File: config.mk
export PLATFORM = sky130hd
export DESIGN_NAME = bxr_transceiver
export DESIGN_NICKNAME = d
export VERILOG_FILES = /design/src/rtl/bxr_pkg.sv /design/src/rtl/bxr_rise_det.sv /design/src/rtl/bxr_path.sv /design/src/rtl/bxr_pin.sv /design/src/rtl/bxr_transceiver.sv
export SDC_FILE = /design/constraint.sdc
export NUM_CORES = 1
export LEC_CHECK = 0
export CORE_MARGIN = 3
export CORE_UTILIZATION = 43
export CTS_CLUSTER_DIAMETER = 40
export DETAILED_ROUTE_END_ITERATION = 10
export GPL_ROUTABILITY_DRIVEN = 0
export PLACE_DENSITY = 0.85
export SLEW_MARGIN = 20
export SYNTH_ARGS = -nofsm -noshare
export SYNTH_HDL_FRONTEND = slang
export SYNTH_SLANG_ARGS = --single-unit
File: constraint.sdc
create_clock -name clk -period 2.33 [get_ports clk]
set_input_delay 0.5825 -clock clk [delete_from_list [all_inputs] [get_ports clk]]
set_output_delay 0.5825 -clock clk [all_outputs]
set_load 0.02 [all_outputs]
File: src/rtl/bxr_pkg.sv
package bxr_pkg;
    typedef enum logic {
        SRC_LIVE   = 1'b0,
        SRC_STORED = 1'b1
    } src_e;
endpackage

File: src/rtl/bxr_rise_det.sv
module bxr_rise_det (
    input  logic clk,
    input  logic strobe,
    output logic rise
);
    logic prev_q;

    // Tracks the strobe on every edge, reset or not, so a rise is measured
    // against the level seen one edge earlier.
    always_ff @(posedge clk) begin
        prev_q <= strobe;
    end

    assign rise = strobe & ~prev_q;
endmodule

File: src/rtl/bxr_path.sv
module bxr_path
    import bxr_pkg::*;
#(
    parameter int unsigned W = 8
) (
    input  src_e         sel,
    input  logic [W-1:0] live,
    input  logic [W-1:0] stored,
    output logic [W-1:0] dout
);
    always_comb begin
        unique case (sel)
            SRC_STORED: dout = stored;
            default:    dout = live;
        endcase
    end
endmodule

File: src/rtl/bxr_pin.sv
module bxr_pin #(
    parameter int unsigned W = 8
) (
    input  logic         drv_en,
    input  logic [W-1:0] drv,
    input  logic [W-1:0] ext,
    output logic [W-1:0] pin
);
    assign pin = drv_en ? drv : ext;
endmodule

File: src/rtl/bxr_transceiver.sv
module bxr_transceiver
    import bxr_pkg::*;
#(
    parameter int unsigned W = 8
) (
    input  logic         clk,
    input  logic         rst_n,
    input  logic         clk_ab,
    input  logic         clk_ba,
    input  logic         oe_ab,
    input  logic         oe_ba_n,
    input  logic         sel_ab,
    input  logic         sel_ba,
    input  logic [W-1:0] a_in,
    output logic [W-1:0] a_out,
    output logic         a_oe,
    output logic [W-1:0] a_pin,
    input  logic [W-1:0] b_in,
    output logic [W-1:0] b_out,
    output logic         b_oe,
    output logic [W-1:0] b_pin
);
    typedef struct packed {
        logic [W-1:0] a_reg;
        logic [W-1:0] b_reg;
    } state_t;

    state_t st_d, st_q;
    logic   rise_ab, rise_ba;

    bxr_rise_det u_rise_ab (.clk(clk), .strobe(clk_ab), .rise(rise_ab));
    bxr_rise_det u_rise_ba (.clk(clk), .strobe(clk_ba), .rise(rise_ba));

    // Drivers are held off whenever reset is low.
    assign b_oe = rst_n & oe_ab;
    assign a_oe = rst_n & ~oe_ba_n;

    // Live data comes from the source bus's external input, so the two
    // live paths can never feed each other.
    bxr_path #(.W(W)) u_path_ab (
        .sel(src_e'(sel_ab)), .live(a_in), .stored(st_q.a_reg), .dout(b_out)
    );
    bxr_path #(.W(W)) u_path_ba (
        .sel(src_e'(sel_ba)), .live(b_in), .stored(st_q.b_reg), .dout(a_out)
    );

    bxr_pin #(.W(W)) u_pin_a (.drv_en(a_oe), .drv(a_out), .ext(a_in), .pin(a_pin));
    bxr_pin #(.W(W)) u_pin_b (.drv_en(b_oe), .drv(b_out), .ext(b_in), .pin(b_pin));

    // Registers capture the resolved pins, whoever drives them.
    always_comb begin
        st_d = st_q;
        if (rise_ab) st_d.a_reg = a_pin;
        if (rise_ba) st_d.b_reg = b_pin;
    end

    always_ff @(posedge clk or negedge rst_n) begin
        if (!rst_n) st_q <= '0;
        else        st_q <= st_d;
    end
endmodule

### Word-level counts from Yosys, hierarchy flattened

Index checks and enable logic that the tools add are counted.

| word-level totals | value |
|---|---|
| flip-flop bits (word level) | 18 |
| output and inout port bits | 34 |
| word-level logic and storage cells | 15 |

| cells by class | value |
|---|---|
| mux-type cells | 4 |
| bitwise logic cells | 7 |

Operators with widths:

| cell | number |
|---|---|
| 8-bit 2-to-1 mux | 4 |
| 1-bit AND | 4 |
| 1-bit inverter | 3 |

### Logic depth before layout (Yosys ltp)

Gate-level depths: netlist of run 1.

| logic depth | value |
|---|---|
| depth after elaboration | 3 |
| gate-level depth with buffers | 4 |
| gate-level depth less buffers | 3 |

### Cells and area by module

From an unflattened synthesis of run 1, not the netlist that was laid out.

| second synthesis, totals | value |
|---|---|
| cells, all modules | 76 |
| area, all modules | 1268.7 sq um |

Modules (own cells, without submodules):

| module | instances | cells an instance | area an instance (sq um) | sequential area each (sq um) |
|---|---|---|---|---|
| bxr_transceiver | 1 | 36 | 675.6 | 400.4 |
| bxr_path | 2 | 9 | 131.4 | 0.0 |
| bxr_pin | 2 | 9 | 131.4 | 0.0 |
| bxr_rise_det | 2 | 2 | 33.8 | 20.0 |

### Least setup slack after synthesis of run 1

Ideal clock, no wire load.

| timing | value |
|---|---|
| path kind | input -> output |
| from | input sel_ba |
| to | output a_pin[0] |
| arrival | 1.358 ns |
| setup slack | 0.390 ns |
| stages | 3 |
| path buffers | 1 |
| cells stage by stage | buf_6 -> mux2_4 -> mux2_4 |

| between the ends | value |
|---|---|
| longest elaborated chain between the ends | 2 |

Ends and longest elaborated chain:

| what | line | text |
|---|---|---|
| start, declared | bxr_transceiver.sv:13 | `input logic sel_ba,` |
| 8-bit 2-to-1 mux | bxr_path.sv:12 | `unique case (sel)` |
| named net a_out[0] | bxr_transceiver.sv:15 | `output logic [W-1:0] a_out,` |
| 8-bit 2-to-1 mux | bxr_pin.sv:9 | `assign pin = drv_en ? drv : ext;` |
| end, declared | bxr_transceiver.sv:17 | `output logic [W-1:0] a_pin,` |

The timed path passes the listed nets, and every way through them passes these cells.

### Worst setup path after layout of run 1

| timing | value |
|---|---|
| from | input b_in[4] |
| to | output a_pin[4] |

| between the ends | value |
|---|---|
| longest elaborated chain between the ends | 2 |

Ends and longest elaborated chain:

| what | line | text |
|---|---|---|
| start, declared | bxr_transceiver.sv:18 | `input logic [W-1:0] b_in,` |
| 8-bit 2-to-1 mux | bxr_path.sv:12 |  |
| 8-bit 2-to-1 mux | bxr_pin.sv:9 |  |

Every way passes these cells.

==> results of run 1 <==
## timing repair
item	in CTS	in global routing
buffers inserted	2	0
pin swaps	0	0
endpoints found under the setup margin	34	14
resized for setup	116	9
## layout by cell type, fill, tap and decap left out, types with 3 or more instances in the layout
| master | instances |
|---|---|
| buf_6 | 16 |
| clkbuf_4 | 3 |
| dlygate4sd2_1 | 21 |
| mux2_4 | 32 |
| clkdlybuf4s50_1 | 14 |
| buf_2 | 3 |
| dfrtp_1 | 16 |
| dlymetal6s2s_1 | 4 |
| mux2_2 | 16 |
| buf_4 | 9 |
## per-stage QoR
stage	setup WS (ns)	setup TNS, ns
floorplan	0.390	0
global placement	-0.606	-15.70
detailed placement	-0.662	-16.75
CTS	0.00202	0
global route	0.00271	0
finish	0.0226	0
## worst max-delay path: stages
cell	delay [ns]
clkdlybuf4s50_1	0.44
mux2_4	0.29
mux2_4	0.28
buf_6	0.13
## per-layer routing
layer	vias up	part of all wire	GRT usage
met5	-	0	0
li1	411	-	-
met2	39	0.52	0.373
met4	0	0.010	0.0695
met1	425	0.41	0.251
met3	4	0.060	0.0490
## worst max path at each step
stage	start	to	slack, ns	cells past startpoint
final	b_in[4]	a_pin[4]	0.02	4
after floorplan	sel_ba	a_pin[0]	0.39	3
after global placement	rst_n	a_pin[4]	-0.61	5
after global routing	sel_ba	a_pin[2]	0.003	5
after detailed placement	rst_n	a_pin[4]	-0.66	5
after CTS	sel_ab	b_out[7]	0.002	5
## report_power, final
part / switching [mW] / internal [mW]
clock network: 0.0982 / 0.0666
logic: 0.218 / 0.280
registers: 0.0313 / 0.367
## synthesized netlist by cell type, drive strengths merged
cell	n	area share
nor2b	1	0.0054
dfrtp	16	0.34
dfxtp	2	0.034
nand2b	2	0.011
and2	1	0.0054
buf	6	0.034
mux2	48	0.57
## state kept, by name, summed over array words and instances (netlist names)
name              flops
st_q                 16
u_rise_ab.prev_q      1
u_rise_ba.prev_q      1
## final cells by class
class                      count  share of cell area
timing repair buffer          70               0.361
multi-input combinational     52               0.371
sequential                    18               0.235
clock buffer                   4              0.0140
tap                           30              0.0200
## cell families after synthesis
group         share of synthesized area
buf+inv                          0.0343
flops                             0.378
mux                               0.567
simple gates                     0.0215
==> results.md, run 1 <==
- DRT Wirelength: ~3.2 mm
- Multi-input gate area: between 600 and 700 um^2
- DRC viols: 0
- First-pass GRT wire length: around 5.2 mm
- Mapped Cells: 76
- CP startpoint kind: input port
- Num CTS Buffers: 3
- Share of cells above drive strength 1: 0.569
- H-tree lvl count: 1
- LEAKAGE: 0.947 nW
- Die width: a little under 60 um
- Fmax: 0.433 GHz
- Final non-filler cell area: ~1900 um^2
- Largest net degree at the start of global routing: 11
- CTS max path bufs: 2
- Nets@finish: about 170
- Hold slack: around 0.42 ns
- Fill count: around 180
- Final setup viols: 0
- Final core occ: 0.744
- Inst Count DP: 168
- FF-to-FF End: st_q[6]$_DFFE_PN0P_
- IO Count: 58
- Register area: roughly 440 um^2
- Vias per inst: 5.05
- Total power: 1.06 mW
- CTS tree: done
- Die area: between 3000 and 4000 um^2
- Max VDD drop: 0.426 mV
- Initial Util: 0.462
- Endpoint type of the worst setup path: output pin
- Min Tclk post-route: ~2.3 ns
- Root Driver: clkbuf_4
- Cell Count, Final, Fillers Out: roughly 170
- Reg-to-reg slack, setup: about 0.90 ns
- Post-route ant nets: 0
- Class of the worst hold path: in2async
- Mapped cell area: around 1200 um^2
- Gr usage total: 0.211
- Pre-Repair DR Iteration Count: 4
- Pins Over Slew Limit: 0
- CP Max Fanout: 2
- Reg2reg start: st_q[14]$_DFFE_PN0P_
- Run status: finished clean
- Post-DP Area: roughly 1800 um^2
- Detailed Place HPWL: between 2 and 3 mm
- Input/output buffers: between 50 and 60
- Antenna Diode Count: 0
- Post-Syn Nets: 100
- Worst reg-to-reg path cell count: 4
- Syn avg cell area: approximately 15 um^2
- Clock latency on the worst-skew pair: approximately 0.30 ns
- Pwr dens: approximately 570 nW/um^2
- Unrepaired setup endpoints after global routing: false
- Clock-pin slew on the worst setup and hold paths: around 0.11 ns
- Register area share after synthesis: 0.378
- Seq cells post-synth: 18
- Worst path required time: 1.75 ns
- Iteration-0 DRC Markers: 24
- Worst-Margin Slew: between 0.4 and 0.5 ns
- Relative slew slack: 0.687
- Max cap viols: 0
- Part of the cycle the worst path needs: 0.990
- Worst Path Arrival: between 1.5 and 2 ns
- Die Span Y: 58.1 um
- Syn-to-layout area delta: 60.9%
- Clock Skew: roughly 0.0090 ns
- Drt wl/cell: ~18 um
- Final hold vios: 0
- CTS Hold Buffers Added: 0
- Setup Crit Path Kind: in2out
- Yosys cell types: 10
- Routed vias: approximately 880
- Core Region: 2520 um^2
- Initial antenna violation count: 0
- Total gr overflow: 0
- Floorplan row count: 18
- Warnings from Yosys: 0
- # clock sinks: 18
- Vias in the first global route: just over 1000
(Power assumes the default switching activity.)
==> run 2: changes to the inputs <==
Settings changed: SKIP_CTS_REPAIR_TIMING from default to 1.
==> results.md, run 2 (same netlist as run 1, synthesis figures left out) <==
- Run status: finished clean
- First-pass GRT wire length: just over 5 mm
- Post-DP Area: about 1800 um^2
- Worst-Margin Slew: 0.479 ns
- CP startpoint kind: input port
- Initial Util: 0.462
- Drt wl/cell: 18.4 um
- GR peak layer: met2
- Input/output buffers: 57
- Met1 Resource Use GR: 0.253
- Endpoint type of the worst setup path: output pin
- Worst path required time: roughly 1.8 ns
- Unrepaired setup endpoints after global routing: true
- Fmax: approximately 0.43 GHz
- IO Count: 58
- Max reg flops: 16
- Num CTS Buffers: 3
- Detailed Place HPWL: between 2 and 3 mm
- Final setup viols: 0
- Vias in the first global route: slightly above 1000
- Pwr dens: ~560 nW/um^2
- GR Util met2: 0.350
- Total gr overflow: 0
- Die area: ~3400 um^2
- Pins Over Slew Limit: 0
- Nets@finish: about 170
- DRC viols: 0
- Vias per inst: 5.09
- Max cap viols: 0
- H-tree lvl count: 1
- Syn-to-layout area delta: 61.7%
- Antenna Diode Count: 0
- Final non-filler cell area: between 1500 and 2000 um^2
- CTS max path bufs: 2
- Iteration-0 DRC Markers: 9
- Largest net degree at the start of global routing: 11
- Initial antenna violation count: 0
- Post-route ant nets: 0
- Final hold vios: 0
- # clock sinks: 18
- Class of the worst hold path: in2async
- LEAKAGE: between 1 and 1.5 nW
- Hold slack: between 0.3 and 0.4 ns
- Pre-Repair DR Iteration Count: 4
- Min Tclk post-route: around 2.3 ns
- Die Span Y: 58.1 um
- Relative slew slack: 0.681
- Post-route setup slack: roughly 0.021 ns
- Clock latency on the worst-skew pair: 0.29 ns
- Most frequent cells in the layout: mux2_4 (32), dlymetal6s2s_1 (27), mux2_2 (16), dfrtp_1 (16), clkdlybuf4s50_1 (14)
- Clock Skew: approximately 0.0044 ns
- Routed vias: a little under 900
- Critical path buffers and inverters: 2
- Fill count: 160
- CTS tree: done
- Worst path max stage delay: 0.43 ns
- Commonest non-fill, non-tap cell in the layout: mux2_4
- Share of cells above drive strength 1: 0.566
- Clock-pin slew on the worst setup and hold paths: roughly 0.10 ns
- CP dominant cell by count: mux2_4
- CP Max Fanout: 2
- DP Worst Slack: -0.662 ns
- CP top delay family: buffers and inverters
- Gr usage total: 0.204
- Die width: between 50 and 60 um
- Root Driver: clkbuf_4
- Largest registers: st_q: 16 flops, u_rise_ab.prev_q: 1 flops, u_rise_ba.prev_q: 1 flops
- Setup Crit Path Kind: in2out
- Max VDD drop: about 0.41 mV
- Critical path, cell by cell: clkdlybuf4s50_1, mux2_4, mux2_4, clkbuf_2
- Reg with most FFs: st_q
- Slowest stage cell, crit path: clkdlybuf4s50_1
- Worst Path Arrival: 1.73 ns
- Routing usage on met3: 0.0490
- Part of the cycle the worst path needs: 0.991
- DRT Wirelength: about 3.2 mm
- Floorplan row count: 18
- Core Region: 2520 um^2
## run 2: metal layers
layer	vias up	part of all wire
met3	4	0.061
li1	406	-
met5	-	0
met1	433	0.41
met2	37	0.51
met4	0	0.011
## run 2: cell type report
type	count	area (um^2)	area share
multi-input cells	52	696	0.369
repair buffers	69	686	0.364
flip-flops and latches	18	440	0.234
well taps	30	37.5	0.0199
clock buffers	4	26.3	0.0139
## run 2: final timing paths
kind / from / cells after the start / endpoint / slack, ns
min in group clk: st_q[11]$_DFFE_PN0P_ / 1 / st_q[11]$_DFFE_PN0P_ / 0.52
max in group asynchronous: rst_n / 2 / st_q[6]$_DFFE_PN0P_ / 1.88
worst min-delay path: rst_n / 2 / st_q[14]$_DFFE_PN0P_ / 0.32
worst min register to register: st_q[11]$_DFFE_PN0P_ / 1 / st_q[11]$_DFFE_PN0P_ / 0.52
worst max-delay path: b_in[5] / 4 / a_pin[5] / 0.02
worst max register to register: st_q[14]$_DFFE_PN0P_ / 4 / st_q[6]$_DFFE_PN0P_ / 0.90
## run 2: power breakdown
part	internal (mW)	switching (mW)
combinational	0.281	0.215
sequential	0.367	0.0299
clock	0.0665	0.0947
## run 2: metrics by stage
| step | utilization | TNS (ns) | power [mW] | instances |
|---|---|---|---|---|
| after global placement | 0.725 | -15.70 | 0.912 | 168 |
| after floorplan | - | 0 | 0.693 | 76 |
| after detailed placement | 0.725 | -16.75 | 0.928 | 168 |
| after global routing | 0.748 | -0.0277 | 1.11 | 173 |
| after CTS | 0.736 | -16.86 | 1.09 | 172 |
| final | 0.748 | 0 | 1.05 | 173 |
